--- src/rtl/pscnt_pkg.sv ---
package pscnt_pkg;
    parameter int CNT_W       = 16;
    parameter int BUS_W       = 8;
    parameter int PS_W        = 2;
    parameter int SYNC_STAGES = 2;
    parameter int ADDR_W      = 2;

    localparam int LANES     = CNT_W / BUS_W;
    localparam int PCNT_W    = (1 << PS_W) - 1;
    localparam int CTRL_ADDR = 0;
    localparam int LANE_BASE = 1;
    localparam int FLAG_ADDR = LANE_BASE + LANES;

    localparam int RUN_BIT = 0;
    localparam int EXT_BIT = 1;
    localparam int BYP_BIT = 2;
    localparam int PS_LSB  = 4;

    typedef struct packed {
        logic [PS_W-1:0] presc;
        logic            bypass;
        logic            ext_sel;
        logic            run;
    } ctrl_t;

    function automatic logic [PCNT_W-1:0] presc_mask(input logic [PS_W-1:0] sel);
        logic [PCNT_W-1:0] m;
        for (int b = 0; b < PCNT_W; b++) m[b] = (b < int'(sel));
        return m;
    endfunction
endpackage

--- src/rtl/pscnt_tick_src.sv ---
module pscnt_tick_src
    import pscnt_pkg::*;
(
    input  logic clk,
    input  logic rst,
    input  logic ext_in,
    input  logic ext_sel,
    input  logic bypass,
    output logic tick
);
    logic [SYNC_STAGES-1:0] sync_q;
    logic                   prev_q;
    logic                   cand;

    always_ff @(posedge clk) begin
        if (rst) sync_q <= '0;
        else     sync_q <= {sync_q[SYNC_STAGES-2:0], ext_in};
    end

    // Level feeding the edge detector: raw pin or last synchronizer stage.
    assign cand = bypass ? ext_in : sync_q[SYNC_STAGES-1];

    always_ff @(posedge clk) begin
        if (rst) prev_q <= 1'b0;
        else     prev_q <= cand;
    end

    assign tick = ext_sel ? (cand & ~prev_q) : 1'b1;
endmodule

--- src/rtl/pscnt_prescaler.sv ---
module pscnt_prescaler
    import pscnt_pkg::*;
(
    input  logic            clk,
    input  logic            rst,
    input  logic            run,
    input  logic            tick,
    input  logic            clr,
    input  logic [PS_W-1:0] sel,
    output logic            carry
);
    logic [PCNT_W-1:0] pcnt_q;
    logic [PCNT_W-1:0] mask;
    logic              at_end;

    assign mask   = presc_mask(sel);
    assign at_end = (pcnt_q & mask) == mask;
    assign carry  = run & tick & at_end;

    always_ff @(posedge clk) begin
        if (rst || clr)       pcnt_q <= '0;
        else if (run && tick) pcnt_q <= at_end ? '0 : pcnt_q + PCNT_W'(1);
    end
endmodule

--- src/rtl/pscnt_counter.sv ---
module pscnt_counter
    import pscnt_pkg::*;
(
    input  logic             clk,
    input  logic             rst,
    input  logic             step,
    input  logic [LANES-1:0] wr_lane,
    input  logic [BUS_W-1:0] wdata,
    output logic [CNT_W-1:0] cnt,
    output logic             wrap
);
    logic [CNT_W-1:0] nxt;
    logic             any_wr;
    logic             adv;

    assign any_wr = |wr_lane;
    assign adv    = step & ~any_wr;
    assign nxt    = cnt + CNT_W'(1);
    assign wrap   = adv & (&cnt);

    for (genvar i = 0; i < LANES; i++) begin : g_lane
        always_ff @(posedge clk) begin
            if (rst)             cnt[i*BUS_W +: BUS_W] <= '0;
            else if (wr_lane[i]) cnt[i*BUS_W +: BUS_W] <= wdata;
            else if (adv)        cnt[i*BUS_W +: BUS_W] <= nxt[i*BUS_W +: BUS_W];
        end
    end
endmodule

--- src/rtl/pscnt_top.sv ---
module pscnt_top
    import pscnt_pkg::*;
(
    input  logic              clk,
    input  logic              rst,
    input  logic [ADDR_W-1:0] bus_addr,
    input  logic              bus_wr,
    input  logic [BUS_W-1:0]  bus_wdata,
    output logic [BUS_W-1:0]  bus_rdata,
    input  logic              ext_in,
    output logic              irq
);
    ctrl_t            ctrl_q;
    logic             flag_q;
    logic             wr_ctrl, wr_flag;
    logic [LANES-1:0] wr_lane;
    logic             tick, carry, wrap;
    logic [CNT_W-1:0] cnt_q;
    logic             run_on;

    assign wr_ctrl = bus_wr && (bus_addr == ADDR_W'(CTRL_ADDR));
    assign wr_flag = bus_wr && (bus_addr == ADDR_W'(FLAG_ADDR));
    for (genvar i = 0; i < LANES; i++) begin : g_wsel
        assign wr_lane[i] = bus_wr && (bus_addr == ADDR_W'(LANE_BASE + i));
    end

    always_ff @(posedge clk) begin
        if (rst) begin
            ctrl_q <= '0;
        end else if (wr_ctrl) begin
            ctrl_q.run     <= bus_wdata[RUN_BIT];
            ctrl_q.ext_sel <= bus_wdata[EXT_BIT];
            ctrl_q.bypass  <= bus_wdata[BYP_BIT];
            ctrl_q.presc   <= bus_wdata[PS_LSB +: PS_W];
        end
    end

    // Wrap has priority over a software clear in the same cycle.
    always_ff @(posedge clk) begin
        if (rst)                          flag_q <= 1'b0;
        else if (wrap)                    flag_q <= 1'b1;
        else if (wr_flag && !bus_wdata[0]) flag_q <= 1'b0;
    end

    assign irq    = flag_q;
    assign run_on = ctrl_q.run;

    pscnt_tick_src u_src (
        .clk    (clk),
        .rst    (rst),
        .ext_in (ext_in),
        .ext_sel(ctrl_q.ext_sel),
        .bypass (ctrl_q.bypass),
        .tick   (tick)
    );

    pscnt_prescaler u_psc (
        .clk  (clk),
        .rst  (rst),
        .run  (ctrl_q.run),
        .tick (tick),
        .clr  (|wr_lane),
        .sel  (ctrl_q.presc),
        .carry(carry)
    );

    pscnt_counter u_cnt (
        .clk    (clk),
        .rst    (rst),
        .step   (carry),
        .wr_lane(wr_lane),
        .wdata  (bus_wdata),
        .cnt    (cnt_q),
        .wrap   (wrap)
    );

    always_comb begin
        bus_rdata = '0;
        if (bus_addr == ADDR_W'(CTRL_ADDR)) begin
            bus_rdata[RUN_BIT]           = ctrl_q.run;
            bus_rdata[EXT_BIT]           = ctrl_q.ext_sel;
            bus_rdata[BYP_BIT]           = ctrl_q.bypass;
            bus_rdata[PS_LSB +: PS_W]    = ctrl_q.presc;
        end
        if (bus_addr == ADDR_W'(FLAG_ADDR)) bus_rdata[0] = flag_q;
        for (int i = 0; i < LANES; i++) begin
            if (bus_addr == ADDR_W'(LANE_BASE + i)) bus_rdata = cnt_q[i*BUS_W +: BUS_W];
        end
    end
endmodule

--- config.mk ---
export PLATFORM = sky130hd
export DESIGN_NAME = pscnt_top
export DESIGN_NICKNAME = d
export VERILOG_FILES = /design/src/rtl/pscnt_pkg.sv /design/src/rtl/pscnt_tick_src.sv /design/src/rtl/pscnt_prescaler.sv /design/src/rtl/pscnt_counter.sv /design/src/rtl/pscnt_top.sv
export SDC_FILE = /design/constraint.sdc
export NUM_CORES = 1
export LEC_CHECK = 0
export ABC_AREA = 1
export BUFFER_PORTS_ARGS = -buffer_cell sky130_fd_sc_hd__buf_2
export CAP_MARGIN = 10
export CORE_UTILIZATION = 52
export CTS_CLUSTER_SIZE = 8
export DETAILED_ROUTE_END_ITERATION = 12
export GPL_ROUTABILITY_DRIVEN = 0
export GPL_TIMING_DRIVEN = 0
export PLACE_DENSITY = 0.85
export REMOVE_ABC_BUFFERS = 1
export SYNTH_ARGS = -nofsm -noshare
export SYNTH_HDL_FRONTEND = slang
export SYNTH_HIERARCHICAL = 1
export SYNTH_SLANG_ARGS = --single-unit
--- constraint.sdc ---
create_clock -name clk -period 1.78 [get_ports clk]
set_clock_uncertainty 0.05 [all_clocks]
set_input_delay 0.445 -clock clk [delete_from_list [all_inputs] [get_ports clk]]
set_output_delay 0.445 -clock clk [all_outputs]
set_load 0.01 [all_outputs]
### After elaboration in Yosys (flattened, before gate mapping)

Index checks and enable logic that the tools add are counted.

* add/sub/neg operators: 2
* $mul: 0
* div/mod/pow operators: 0
* $lt $le $gt $ge: 3
* equality and inequality tests: 4
* shift-type cells: 0
* mux-type cells: 14
* bitwise gates (word level): 8
* reduce and logical (&&, ||, !) cells: 14

Operators with widths (number)
* 2-to-1 mux 8 bit: 6
* adder 16 x 1 -> 16 bit, second input constant: 1
* AND reduction 16 bit: 1
* logical AND 1 bit: 6
* 2-to-1 mux 3 bit: 2
* nonzero test 2 bit: 3
* AND 1 bit: 5
* 2-to-1 mux 1 bit: 5
* equality test 2 bit, second input constant: 2
* less-than comparator 1 x 2 -> 1 bit, first input constant: 2
* adder 3 x 1 -> 3 bit, second input constant: 1
* AND 3 bit: 1
* equality test 3 bit: 1
* equality test 2 x 1 -> 1 bit, second input constant: 1
* logical NOT 2 bit: 1
* less-than comparator 2 bit, first input constant: 1
* 2-to-1 mux 2 bit: 1
* inverter 1 bit: 2
* OR reduction 2 bit: 1
* logical NOT 1 bit: 1
* logical OR 1 bit: 1

* bits in registers: 28
* bits in latches: 0
* bits in writable memories: 0
* ROM bits: 0
* input port bits: 14
* output and inout bits: 9
* logic and storage cells: 55
* memories: 0

### Depth between registers and ports, before layout

Gate-level depths: netlist of the first run.

* depth in word-level cells: 8
* depth in mapped cells: 15
* depth with buffers taken out: 14

### Cells and area by module

The synthesis of the first run kept the hierarchy.

By module, submodules not included
* pscnt_counter: times used 1, cells an instance 166, area each 1126.1 um2, sequential area each 320.3 um2
* pscnt_top: times used 1, cells an instance 71, area each 414.1 um2, sequential area each 120.1 um2
* pscnt_prescaler: times used 1, cells an instance 27, area each 183.9 um2, sequential area each 60.1 um2
* pscnt_tick_src: times used 1, cells an instance 16, area each 117.6 um2, sequential area each 60.1 um2

### Least setup slack after synthesis of the first run

Ideal clock, no wire load.

* path kind: input to register
* from: input ext_in
* to: register u_cnt.cnt[10]
* library setup time: 137 ps
* arrival time: 1607 ps
* required time: 1593 ps
* slack: -14 ps
* cell stages on the path: 14
* path buffers: 1
* cells stage by stage: inv_1 nand2_1 nand3_1 nand2_1 nand2_2 a21oi_2 nand2_2 inv_1 nand2_4 nor2_8 nor2_4 buf_6 a22oi_1 a21oi_1

* word-level cells in the longest chain between the ends: 7

RTL lines
* start, declared: line pscnt_top.sv:10 `input logic ext_in,`
* 2-to-1 mux 1 bit: line pscnt_tick_src.sv:21 `assign cand = bypass ? ext_in : sync_q[SYNC_STAGES-1];`
* AND 1 bit: line pscnt_tick_src.sv:28 `assign tick = ext_sel ? (cand & ~prev_q) : 1'b1;`
* 2-to-1 mux 1 bit: line pscnt_tick_src.sv:28
* via tick: line pscnt_top.sv:17 `logic tick, carry, wrap;`
* AND 1 bit (2 in series): line pscnt_prescaler.sv:18 `assign carry = run & tick & at_end;`
* via carry: line pscnt_top.sv:17
* AND 1 bit: line pscnt_counter.sv:17 `assign adv = step & ~any_wr;`
* nonzero test 2 bit (no source line)
* end signal, assigned by index: line pscnt_counter.sv:24 `else if (wr_lane[i]) cnt[i*BUS_W +: BUS_W] <= wdata;`
* end signal, assigned by index: line pscnt_counter.sv:25 `else if (adv) cnt[i*BUS_W +: BUS_W] <= nxt[i*BUS_W +: BUS_W];`
* end, declared: line pscnt_counter.sv:9 `output logic [CNT_W-1:0] cnt,`

The timed path passes the listed nets, and every way through them passes these cells.
A chain may end at the register's enable or synchronous reset.

### Worst setup path after layout of the first run

* from: input bus_addr[0]
* to: register u_cnt.cnt[8]

* word-level cells in the longest chain between the ends: 6
* elaborated cells on any way between the ends: 9
* classes of those cells: 2 x eq/ne; 1 x mux; 2 x bitwise; 4 x reduce/logical

RTL lines
* start, declared: line pscnt_top.sv:6 `input logic [ADDR_W-1:0] bus_addr,`
* equality test 2 bit *: line pscnt_top.sv:24 `assign wr_lane[i] = bus_wr && (bus_addr == ADDR_W'(LANE_BASE + i));`
* logical AND 1 bit *: line pscnt_top.sv:24
* via wr_lane[1]: line pscnt_top.sv:16 `logic [LANES-1:0] wr_lane;`
* OR reduction 2 bit: line pscnt_counter.sv:16 `assign any_wr = |wr_lane;`
* inverter 1 bit: line pscnt_counter.sv:17
* AND 1 bit: line pscnt_counter.sv:17
* nonzero test 2 bit (no source line)

Mark *: on every way through the listed nets, which the timed path passes. The rest lies on a longest branch.

==> results of run 1 <==
## critical path, delay by kind of cell
family | cells | cell delay [ns]
and+or+nand+nor | 7 | 1.02
buffers and inverters | 3 | 0.34
AOI/OAI and AO/OA | 1 | 0.16
## per-layer routing
metal  up-vias  track usage
met1       831        0.323
li1        955            -
met4         0       0.0603
met5         -            0
met2        77        0.449
met3         8       0.0294
## synth_stat cells (3+ instances only)
| library cell | count |
|---|---|
| a31oi_1 | 7 |
| o21ai_0 | 9 |
| nand2_1 | 85 |
| dfxtp_1 | 28 |
| nand3_1 | 20 |
| nor2_4 | 6 |
| a22oi_1 | 5 |
| a21oi_2 | 5 |
| nor2_1 | 30 |
| buf_6 | 3 |
| nor2_2 | 6 |
| xor2_1 | 3 |
| nor3_1 | 5 |
| a21oi_1 | 6 |
| nand4_1 | 4 |
| inv_1 | 27 |
| xnor2_1 | 3 |
| nand2_2 | 7 |
| inv_2 | 5 |
## state kept, by name, summed over array words and instances, names as in the netlist
name	cells
u_cnt/cnt	16
ctrl_q	4
u_psc/pcnt_q	3
u_src/sync_q	2
irq	1
run_on	1
u_src/prev_q	1
## through the flow
stage / area [um2] / hold slack, ns
3_3_place_gp: 1960 / 0.341
5_1_grt: 2160 / 0.303
4_1_cts: 2070 / 0.282
2_1_floorplan: 1800 / 0.338
3_5_place_dp: 1960 / 0.342
6_report: 2160 / 0.301
## where the power goes
group          switching (mW)  internal [mW]
Clock                   0.199          0.228
Combinational           0.134         0.0827
Sequential             0.0282          0.652
Total                   0.361          0.963
## path summary, 6_finish.rpt
path                                                  from                          to  slack (ns)  cells after the start
worst max-delay path                           bus_addr[0]   u_cnt/cnt[8]$_SDFFE_PP0P_        0.03                     11
worst min-delay path                                ext_in  u_src/sync_q[0]$_SDFF_PP0_        0.30                      3
worst max register to register      ctrl_q[2]$_SDFFE_PP0P_  u_cnt/cnt[14]$_SDFFE_PP0P_        0.12                     14
worst min register to register  u_src/sync_q[0]$_SDFF_PP0_  u_src/sync_q[1]$_SDFF_PP0_        0.36                      2
## what timing repair did
action	4_1_cts	5_1_grt
endpoints found under the setup margin	17	24
pin swaps	1	11
cloned	0	1
resized for setup	8	10
setup buffers	3	7
## cells by family (layout without fill, tap and decap cells)
family,Yosys count,after routing,share of synthesized area
AO/OA/AOI/OAI,35,35,0.122
XOR/XNOR,6,6,0.0285
adder cells (fa/ha/maj),2,2,0.0136
buffers and inverters,40,70,0.0999
flip-flops,28,28,0.304
AND/OR/NAND/NOR,169,170,0.432
## area by class of cell
type	count	area [um2]	area share
inverters	34	140	0.0649
clock inverters	1	30.0	0.0139
well taps	46	57.6	0.0267
flip-flops and latches	28	563	0.261
repair buffers	32	201	0.0933
multi-input cells	213	1140	0.530
clock buffers	3	22.5	0.0104
## placed cells by master, fill, tap and decap left out, types with 5 or more instances in the layout
cell     instances
buf_2           22
a31oi_1          7
o21ai_0          9
inv_2            7
a21oi_2          5
nor2_4           8
dfxtp_1         26
nor2_1          27
nor2_2           8
buf_4            8
nand2_1         82
a22oi_1          5
a21oi_1          6
nand2_2         10
inv_1           24
nand3_1         18
==> results.sh, run 1 <==
export IMPL_status="complete, no violations"
export IMPL_synthArstFlopShare=0
export IMPL_h_tree_depth=1
export IMPL_power_density_nw_per_um2=613
export IMPL_slew_headroom=0.678
export IMPL_setup_tns_ns=0
export IMPL_ant_nets=0
export IMPL_die_w_um=61.5
export IMPL_synth_seq_area_share=0.304
export IMPL_yosysTopAreaCellShare=0.304
export IMPL_track_usage=0.252
export IMPL_hold_path_class="in -> reg"
export IMPL_p_total_mw=1.32
export IMPL_yosys_warnings=6
export IMPL_rsz0062_at_grt="yes"
export IMPL_via_count=1871
export IMPL_hpwl_um=3130
export IMPL_cts_tree="built"
export IMPL_root_buffer="clkbuf_4"
export IMPL_final_setup_viol_count=0
export IMPL_drv_cap=0
export IMPL_grt_max_degree=23
export IMPL_dr_wl_met3_um=393
export IMPL_num_antenna_cells=0
export IMPL_syn_area_per_cell_um2=6.58
export IMPL_crit_path_end_kind="register"
export IMPL_dp_cells=342
export IMPL_final_hold_violation_count=0
export IMPL_yosysUniqueCellTypes=31
export IMPL_drc=0
export IMPL_core_rowCount=21
export IMPL_synthTopCellsByArea="dfxtp_1 30%, nand2_1 17%, nor2_1 6.1%, inv_1 5.5%, nand3_1 5.4%"
export IMPL_critical_path_class="in -> reg"
export IMPL_crit_required_ns=2.01
export IMPL_path_clk_slew_ns=0.16
export IMPL_syn2layout_area_growth_pct=17.2
export IMPL_arrival_ns=1.98
export IMPL_start_util=0.548
export IMPL_num_io_pins=23
export IMPL_worstPathCellList="buf_2, inv_2, nand2_2, nor2_4, inv_6, nand2_4, nor2_8, nor2_4, o21bai_1, nand2_1, nor2_1"
export IMPL_clk_path_buf_depth=2
export IMPL_peakVddDrop_v=0.000291
export IMPL_numPortBuffers=22
export IMPL_cp_slowest_stage_delay_ns=0.30
export IMPL_grt_pass1_vias=1611
export IMPL_drt_iter0_markers=161
export IMPL_grt_pass1_wl_um=7040
export IMPL_syn_cell_area_um2=1840
export IMPL_cp_slowest_cell="nor2_4"
export IMPL_startpoint_type="primary input"
export IMPL_coreArea_um2=3360
export IMPL_pre_cts_slack_ns=-1.01
export IMPL_wl_um=4570
export IMPL_setup_ws_ns=0.0327
export IMPL_yosysTopAreaCell="dfxtp_1"
export IMPL_worstPathMaxFanout=11
export IMPL_antenna_found_initial=0
export IMPL_die_area_um2=3780
export IMPL_routedWlPerCell_um=12.8
export IMPL_synth_edff_count=0
export IMPL_wl_met1_um=1950
export IMPL_clock_latency_ns=0.33
export IMPL_synth_main_ff_cell="dfxtp_1"
export IMPL_dr_wl_met2_um=2180
export IMPL_syn_inst=280
export IMPL_nets=328
export IMPL_die_y_um=61.5
export IMPL_ys_seq_elements=28
export IMPL_drive_gt1_frac=0.283
export IMPL_min_period_over_period=0.982
export IMPL_fin_util=0.642
export IMPL_vias_per_cell=5.24
export IMPL_fmax_mhz=572
export IMPL_top_layer_used="met4"
export IMPL_fillCellCount=311
export IMPL_path_common_cell="nor2_4"
export IMPL_period_minus_slack_ns=1.75
export IMPL_cts_hold_buf=0
export IMPL_p_leak_nw=0.901
export IMPL_firstDrtPassIters=5
export IMPL_cts_sinks=28
export IMPL_fin_cells=357
export IMPL_grt_overflow_total=0
export IMPL_cts_made_buffers=3
export IMPL_tightest_slew_ns=0.484
export IMPL_drv_slew=0
Power figures use the tool's default switching activity.
==> run 2: changes to the inputs <==
- CORE_MARGIN: unset -> 2
- CORE_UTILIZATION: 52 -> 62
- CTS_BUF_LIST: unset -> sky130_fd_sc_hd__clkbuf_8 sky130_fd_sc_hd__clkbuf_16
- PLACE_DENSITY: 0.85 -> 0.93
- clock period: 1.78 -> 2.1 ns (I/O delays scaled with it)
==> run 2 against run 1 <==
  * Register-to-register slack improved by 0.11 ns
  * Non-clock buffer count decreased by 7
  * Sequential power fell by 16%
  * Final area is 4.8% lower
  * Combinational power is 22% lower
  * Hold slack better by 0.056 ns
  * Routed wire length fell by 4.5%
  * Via count fell by 0.91%
  * Critical path type unchanged
  * Highest routed layer unchanged
==> results.sh, run 2 (same netlist as run 1, synthesis figures left out) <==
export IMPL_nets=320
export IMPL_reg2reg_from="ctrl_q[2]$_SDFFE_PP0P_"
export IMPL_routedWlPerCell_um=13.1
export IMPL_status="complete, no violations"
export IMPL_antenna_found_initial=0
export IMPL_p_int_mw=0.869
export IMPL_ant_nets=0
export IMPL_clk_path_buf_depth=2
export IMPL_critPathBufInv=4
export IMPL_root_buffer="clkbuf_8"
export IMPL_peakVddDrop_v=0.000589
export IMPL_final_hold_violation_count=0
export IMPL_vias_per_cell=5.55
export IMPL_arrival_ns=2.13
export IMPL_cts_sinks=28
export IMPL_drv_cap=0
export IMPL_crit_required_ns=2.26
export IMPL_critical_path_class="in -> reg"
export IMPL_setup_tns_ns=0
export IMPL_min_period_over_period=0.938
export IMPL_rrSetupSlack_ns=0.23
export IMPL_wl_um=4370
export IMPL_grt_max_degree=23
export IMPL_track_usage=0.268
export IMPL_coreArea_um2=2780
export IMPL_drive_gt1_frac=0.228
export IMPL_die_w_um=58.5
export IMPL_layout_commonest_cell="nand2_1"
export IMPL_hpwl_um=3090
export IMPL_holdPathStages=2
export IMPL_grt_overflow_total=0
export IMPL_r2r_end="u_cnt/cnt[4]$_SDFFE_PP0P_"
export IMPL_num_io_pins=23
export IMPL_biggestRegsByFlops="u_cnt/cnt: 16 flops, ctrl_q: 4 flops, u_psc/pcnt_q: 3 flops"
export IMPL_die_y_um=58.5
export IMPL_crit_path_end_kind="register"
export IMPL_p_total_mw=1.18
export IMPL_firstDrtPassIters=4
export IMPL_power_switching_mw=0.308
export IMPL_syn2layout_area_growth_pct=11.5
export IMPL_slew_headroom=0.681
export IMPL_p_sw_frac=0.262
export IMPL_numPortBuffers=22
export IMPL_drc=0
export IMPL_path_clk_slew_ns=0.10
export IMPL_worstPathCellList="buf_2, inv_1, nor2_4, inv_2, nor2_4, nor2_8, buf_4, nor2_4, nand2_1, a31oi_1"
export IMPL_start_util=0.662
export IMPL_grt_pass1_vias=1703
export IMPL_cts_hold_buf=0
export IMPL_cp_top_family="simple AND/OR/NAND/NOR gates"
export IMPL_h_tree_depth=1
export IMPL_r2r_cells=14
export IMPL_fillCellCount=247
export IMPL_fmax_mhz=508
export IMPL_pwr_share_seq=0.489
export IMPL_core_rowCount=19
export IMPL_path_common_cell="nor2_4"
export IMPL_worstPathMaxFanout=10
export IMPL_grt_pass1_wl_um=7140
export IMPL_combPwrFrac=0.144
export IMPL_clock_latency_ns=0.28
export IMPL_period_minus_slack_ns=1.97
export IMPL_setup_ws_ns=0.130
export IMPL_num_antenna_cells=0
export IMPL_min_from="u_src/sync_q[0]$_SDFF_PP0_"
export IMPL_cp_slowest_cell="nor2_4"
export IMPL_drv_slew=0
export IMPL_hold_path_class="reg -> reg"
export IMPL_tightest_slew_ns=0.478
export IMPL_power_density_nw_per_um2=573
export IMPL_cts_tree="built"
export IMPL_via_count=1854
export IMPL_p_leak_nw=0.866
export IMPL_final_cell_mix="85 x nand2_1, 28 x nor2_1, 27 x inv_1, 27 x dfxtp_1, 22 x buf_2"
export IMPL_rsz0062_at_grt="no"
export IMPL_startpoint_type="primary input"
export IMPL_top_register="u_cnt/cnt"
export IMPL_die_area_um2=3420
export IMPL_largest_reg_flops=16
export IMPL_final_setup_viol_count=0
export IMPL_clkPwrFrac=0.367
export IMPL_drt_iter0_markers=96
export IMPL_cts_made_buffers=3
export IMPL_pre_cts_slack_ns=-0.693
export IMPL_cp_slowest_stage_delay_ns=0.35
export IMPL_hold_end="u_src/sync_q[1]$_SDFF_PP0_"
## run 2: worst max path at each step
stage	from	to	cells after the start
CTS	bus_addr[0]	u_cnt/cnt[8]$_SDFFE_PP0P_	11
global route	bus_addr[0]	u_cnt/cnt[5]$_SDFFE_PP0P_	10
global placement	bus_addr[0]	u_cnt/cnt[8]$_SDFFE_PP0P_	10
floorplan	bus_addr[0]	u_cnt/cnt[8]$_SDFFE_PP0P_	9
finish	bus_addr[0]	u_cnt/cnt[3]$_SDFFE_PP0P_	10
detailed placement	bus_addr[0]	u_cnt/cnt[8]$_SDFFE_PP0P_	10
## run 2: routing by layer
metal  vias up  global-route usage  routed length, um  share of wire
met1       838               0.342               1890           0.43
met2        65               0.454               2050           0.47
met4         0               0.116                110          0.025
li1        934                   -                  -              -
met5         -                   0                  0              0
met3        17              0.0352                319          0.073
## run 2: what timing repair did
| action | in CTS | in global routing |
|---|---|---|
| setup endpoints to repair | 17 | 9 |
| pin swaps | 0 | 1 |
| buffers inserted | 0 | 3 |
| resized for setup | 3 | 2 |
| endpoints found under the hold margin | 0 | 0 |
## run 2: power by group through the flow
stage / Sequential, mW / Combinational, mW / Clock, mW
final: 0.575 / 0.169 / 0.432
after global routing: 0.579 / 0.187 / 0.458
after CTS: 0.574 / 0.162 / 0.437
after detailed placement: 0.587 / 0.159 / 0
after global placement: 0.586 / 0.154 / 0
after floorplan: 0.580 / 0.106 / 0
## run 2: worst min-delay path, stage by stage (launching register included)
cell and delay [ns]:
dfxtp_1 0.31, inv_1 0.04, nor2_1 0.03
## run 2: area by class of cell
cell class	count	area (um2)	area share
Clock buffer	3	41.3	0.0201
Sequential cell	28	562	0.273
Clock inverter	1	30.0	0.0146
Timing Repair Buffer	25	133	0.0646
Inverter	34	138	0.0670
Multi-Input combinational cell	212	1110	0.541
Tap cell	31	38.8	0.0189
## run 2: stage by stage
step | util | instances | hold WS (ns) | cell area [um2]
after global placement | 0.699 | 327 | 0.341 | 1940
after global routing | 0.739 | 334 | 0.402 | 2050
after detailed placement | 0.699 | 327 | 0.344 | 1940
after floorplan | - | 274 | 0.338 | 1800
after CTS | 0.728 | 331 | 0.357 | 2030
final | 0.739 | 334 | 0.357 | 2050
==> run 3: changes to the inputs <==
==> constraint.sdc (replaced) <==
create_clock -name clk -period 2.1 [get_ports clk]
set_clock_uncertainty 0.05 [all_clocks]
set_input_delay 0.42 -clock clk [delete_from_list [all_inputs] [get_ports clk]]
set_output_delay 0.42 -clock clk [all_outputs]
set_load 0.01 [all_outputs]
==> run 3 against run 2 <==
  * Die area stayed put
  * Non-clock buffer count fell by 1
  * Final area about the same
  * Fmax up 3.8%
  * Cell count fell by 0.30%
  * Routed wire length shrank 1.1%
  * Register-to-register slack got worse by 0.03 ns
  * Via count rose by 0.22%
  * Critical path depth up 4
  * Clock power grew 1%
  * Worst setup slack gained 0.072 ns
  * Critical endpoint is now irq$_SDFFE_PP0P_
==> results.sh, run 3 (same netlist as run 1, synthesis figures left out) <==
export IMPL_p_total_mw=1.18
export IMPL_fmax_mhz=527
export IMPL_path_common_cell="inv_1"
export IMPL_drv_slew=0
export IMPL_routedWlPerCell_um=13.0
export IMPL_biggestRegsByFlops="u_cnt/cnt: 16 flops, ctrl_q: 4 flops, u_psc/pcnt_q: 3 flops"
export IMPL_core_rowCount=19
export IMPL_hpwl_um=3090
export IMPL_fin_util=0.738
export IMPL_tightest_slew_ns=0.526
export IMPL_p_leak_nw=0.862
export IMPL_antenna_found_initial=0
export IMPL_cts_sinks=28
export IMPL_cts_tree="built"
export IMPL_vias_per_cell=5.58
export IMPL_holdPathStages=3
export IMPL_firstDrtPassIters=4
export IMPL_final_cell_mix="85 x nand2_1, 28 x nor2_1, 28 x dfxtp_1, 27 x inv_1, 22 x buf_2"
export IMPL_drc=0
export IMPL_hold_path_class="in -> reg"
export IMPL_path_clk_slew_ns=0.10
export IMPL_num_io_pins=23
export IMPL_grt_overflow_total=0
export IMPL_pre_cts_slack_ns=-0.588
export IMPL_clock_latency_ns=0.28
export IMPL_startpoint_type="register"
export IMPL_slew_headroom=0.649
export IMPL_final_hold_violation_count=0
export IMPL_h_tree_depth=1
export IMPL_cp_slowest_cell="dfxtp_1"
export IMPL_drive_gt1_frac=0.222
export IMPL_status="complete, no violations"
export IMPL_wl_um=4320
export IMPL_critical_path_class="reg -> reg"
export IMPL_fillCellCount=246
export IMPL_via_count=1858
export IMPL_peakVddDrop_v=0.000586
export IMPL_numPortBuffers=22
export IMPL_cts_made_buffers=3
export IMPL_top_register="u_cnt/cnt"
export IMPL_final_cell_area_um2=2050
export IMPL_nets=319
export IMPL_period_minus_slack_ns=1.90
export IMPL_r2r_cells=14
export IMPL_root_buffer="clkbuf_8"
export IMPL_track_usage=0.268
export IMPL_min_period_over_period=0.904
export IMPL_drv_cap=0
export IMPL_setup_ws_ns=0.202
export IMPL_die_y_um=58.5
export IMPL_largest_reg_flops=16
export IMPL_start_util=0.662
export IMPL_ant_nets=0
export IMPL_cp_slowest_stage_delay_ns=0.39
export IMPL_power_density_nw_per_um2=575
export IMPL_coreArea_um2=2780
export IMPL_worstPathMaxFanout=5
export IMPL_crit_path_end_kind="register"
export IMPL_timing_hold_ws_ns=0.322
export IMPL_arrival_ns=2.07
export IMPL_syn2layout_area_growth_pct=11.5
export IMPL_die_w_um=58.5
export IMPL_final_setup_viol_count=0
export IMPL_cts_hold_buf=0
export IMPL_clk_path_buf_depth=2
export IMPL_worstPathCellList="inv_1, nand2_2, nand3_1, nand2_1, nand2_2, a21oi_2, nand2_2, inv_1, nand2_4, nor2_8, inv_1, nor3_1, inv_1, a21oi_1"
export IMPL_crit_required_ns=2.27
export IMPL_drt_iter0_markers=99
export IMPL_grt_pass1_wl_um=7110
export IMPL_placed_area_um2=1940
export IMPL_grt_max_degree=23
export IMPL_die_area_um2=3420
export IMPL_num_antenna_cells=0
export IMPL_layout_commonest_cell="nand2_1"
export IMPL_grt_pass1_vias=1698
## run 3: cell types whose count changed in the layout (fill, tap and decap cells not counted), sizes merged
cell / before / now
buf: 25 / 24
## run 3: repair_timing
action	CTS	global route
endpoints found under the setup margin	17	9
gates resized for setup	2	1
buffers inserted	0	2
pin swaps	0	1
## run 3: per-stage QoR
stage / TNS (ns) / cells
finish: 0 / 333
global route: -0.0388 / 333
CTS: 0 / 331
detailed placement: -8.33 / 327
global placement: -7.94 / 327
floorplan: 0 / 274
## run 3: metal layers
metal	part of all wire	vias to the layer above	GRT usage
li1	-	933	-
met1	0.45	848	0.342
met2	0.46	63	0.451
met3	0.072	14	0.0352
met4	0.019	0	0.116
met5	0	-	0
## run 3: worst paths after layout
| kind | from | end | slack (ns) |
|---|---|---|---|
| worst min-delay path | ext_in | u_src/sync_q[0]$_SDFF_PP0_ | 0.32 |
| worst max register to register | ctrl_q[2]$_SDFFE_PP0P_ | irq$_SDFFE_PP0P_ | 0.20 |
| worst max-delay path | ctrl_q[2]$_SDFFE_PP0P_ | irq$_SDFFE_PP0P_ | 0.20 |
| worst min register to register | u_src/sync_q[0]$_SDFF_PP0_ | u_src/sync_q[1]$_SDFF_PP0_ | 0.36 |
## run 3: worst max-delay path, delay by kind of cell (launching register included)
kind	cells	cell delay, ns
buffers and inverters	4	0.30
AOI/OAI and AO/OA	2	0.26
DFF	1	0.39
and+or+nand+nor	8	0.82
## run 3: power by group
part,switching [mW],internal (mW),total (mW)
logic,0.106,0.0623,0.169
clock network,0.182,0.256,0.438
registers,0.0232,0.552,0.575
total,0.312,0.870,1.18
## run 3: final cells by class
cell class	instances	area [um2]	share of cell area
clock buffers	3	41.3	0.0201
clock inverters	1	30.0	0.0146
inverters	34	138	0.0670
multi-input cells	212	1110	0.539
flip-flops and latches	28	561	0.273
well taps	31	38.8	0.0189
repair buffers	24	138	0.0670
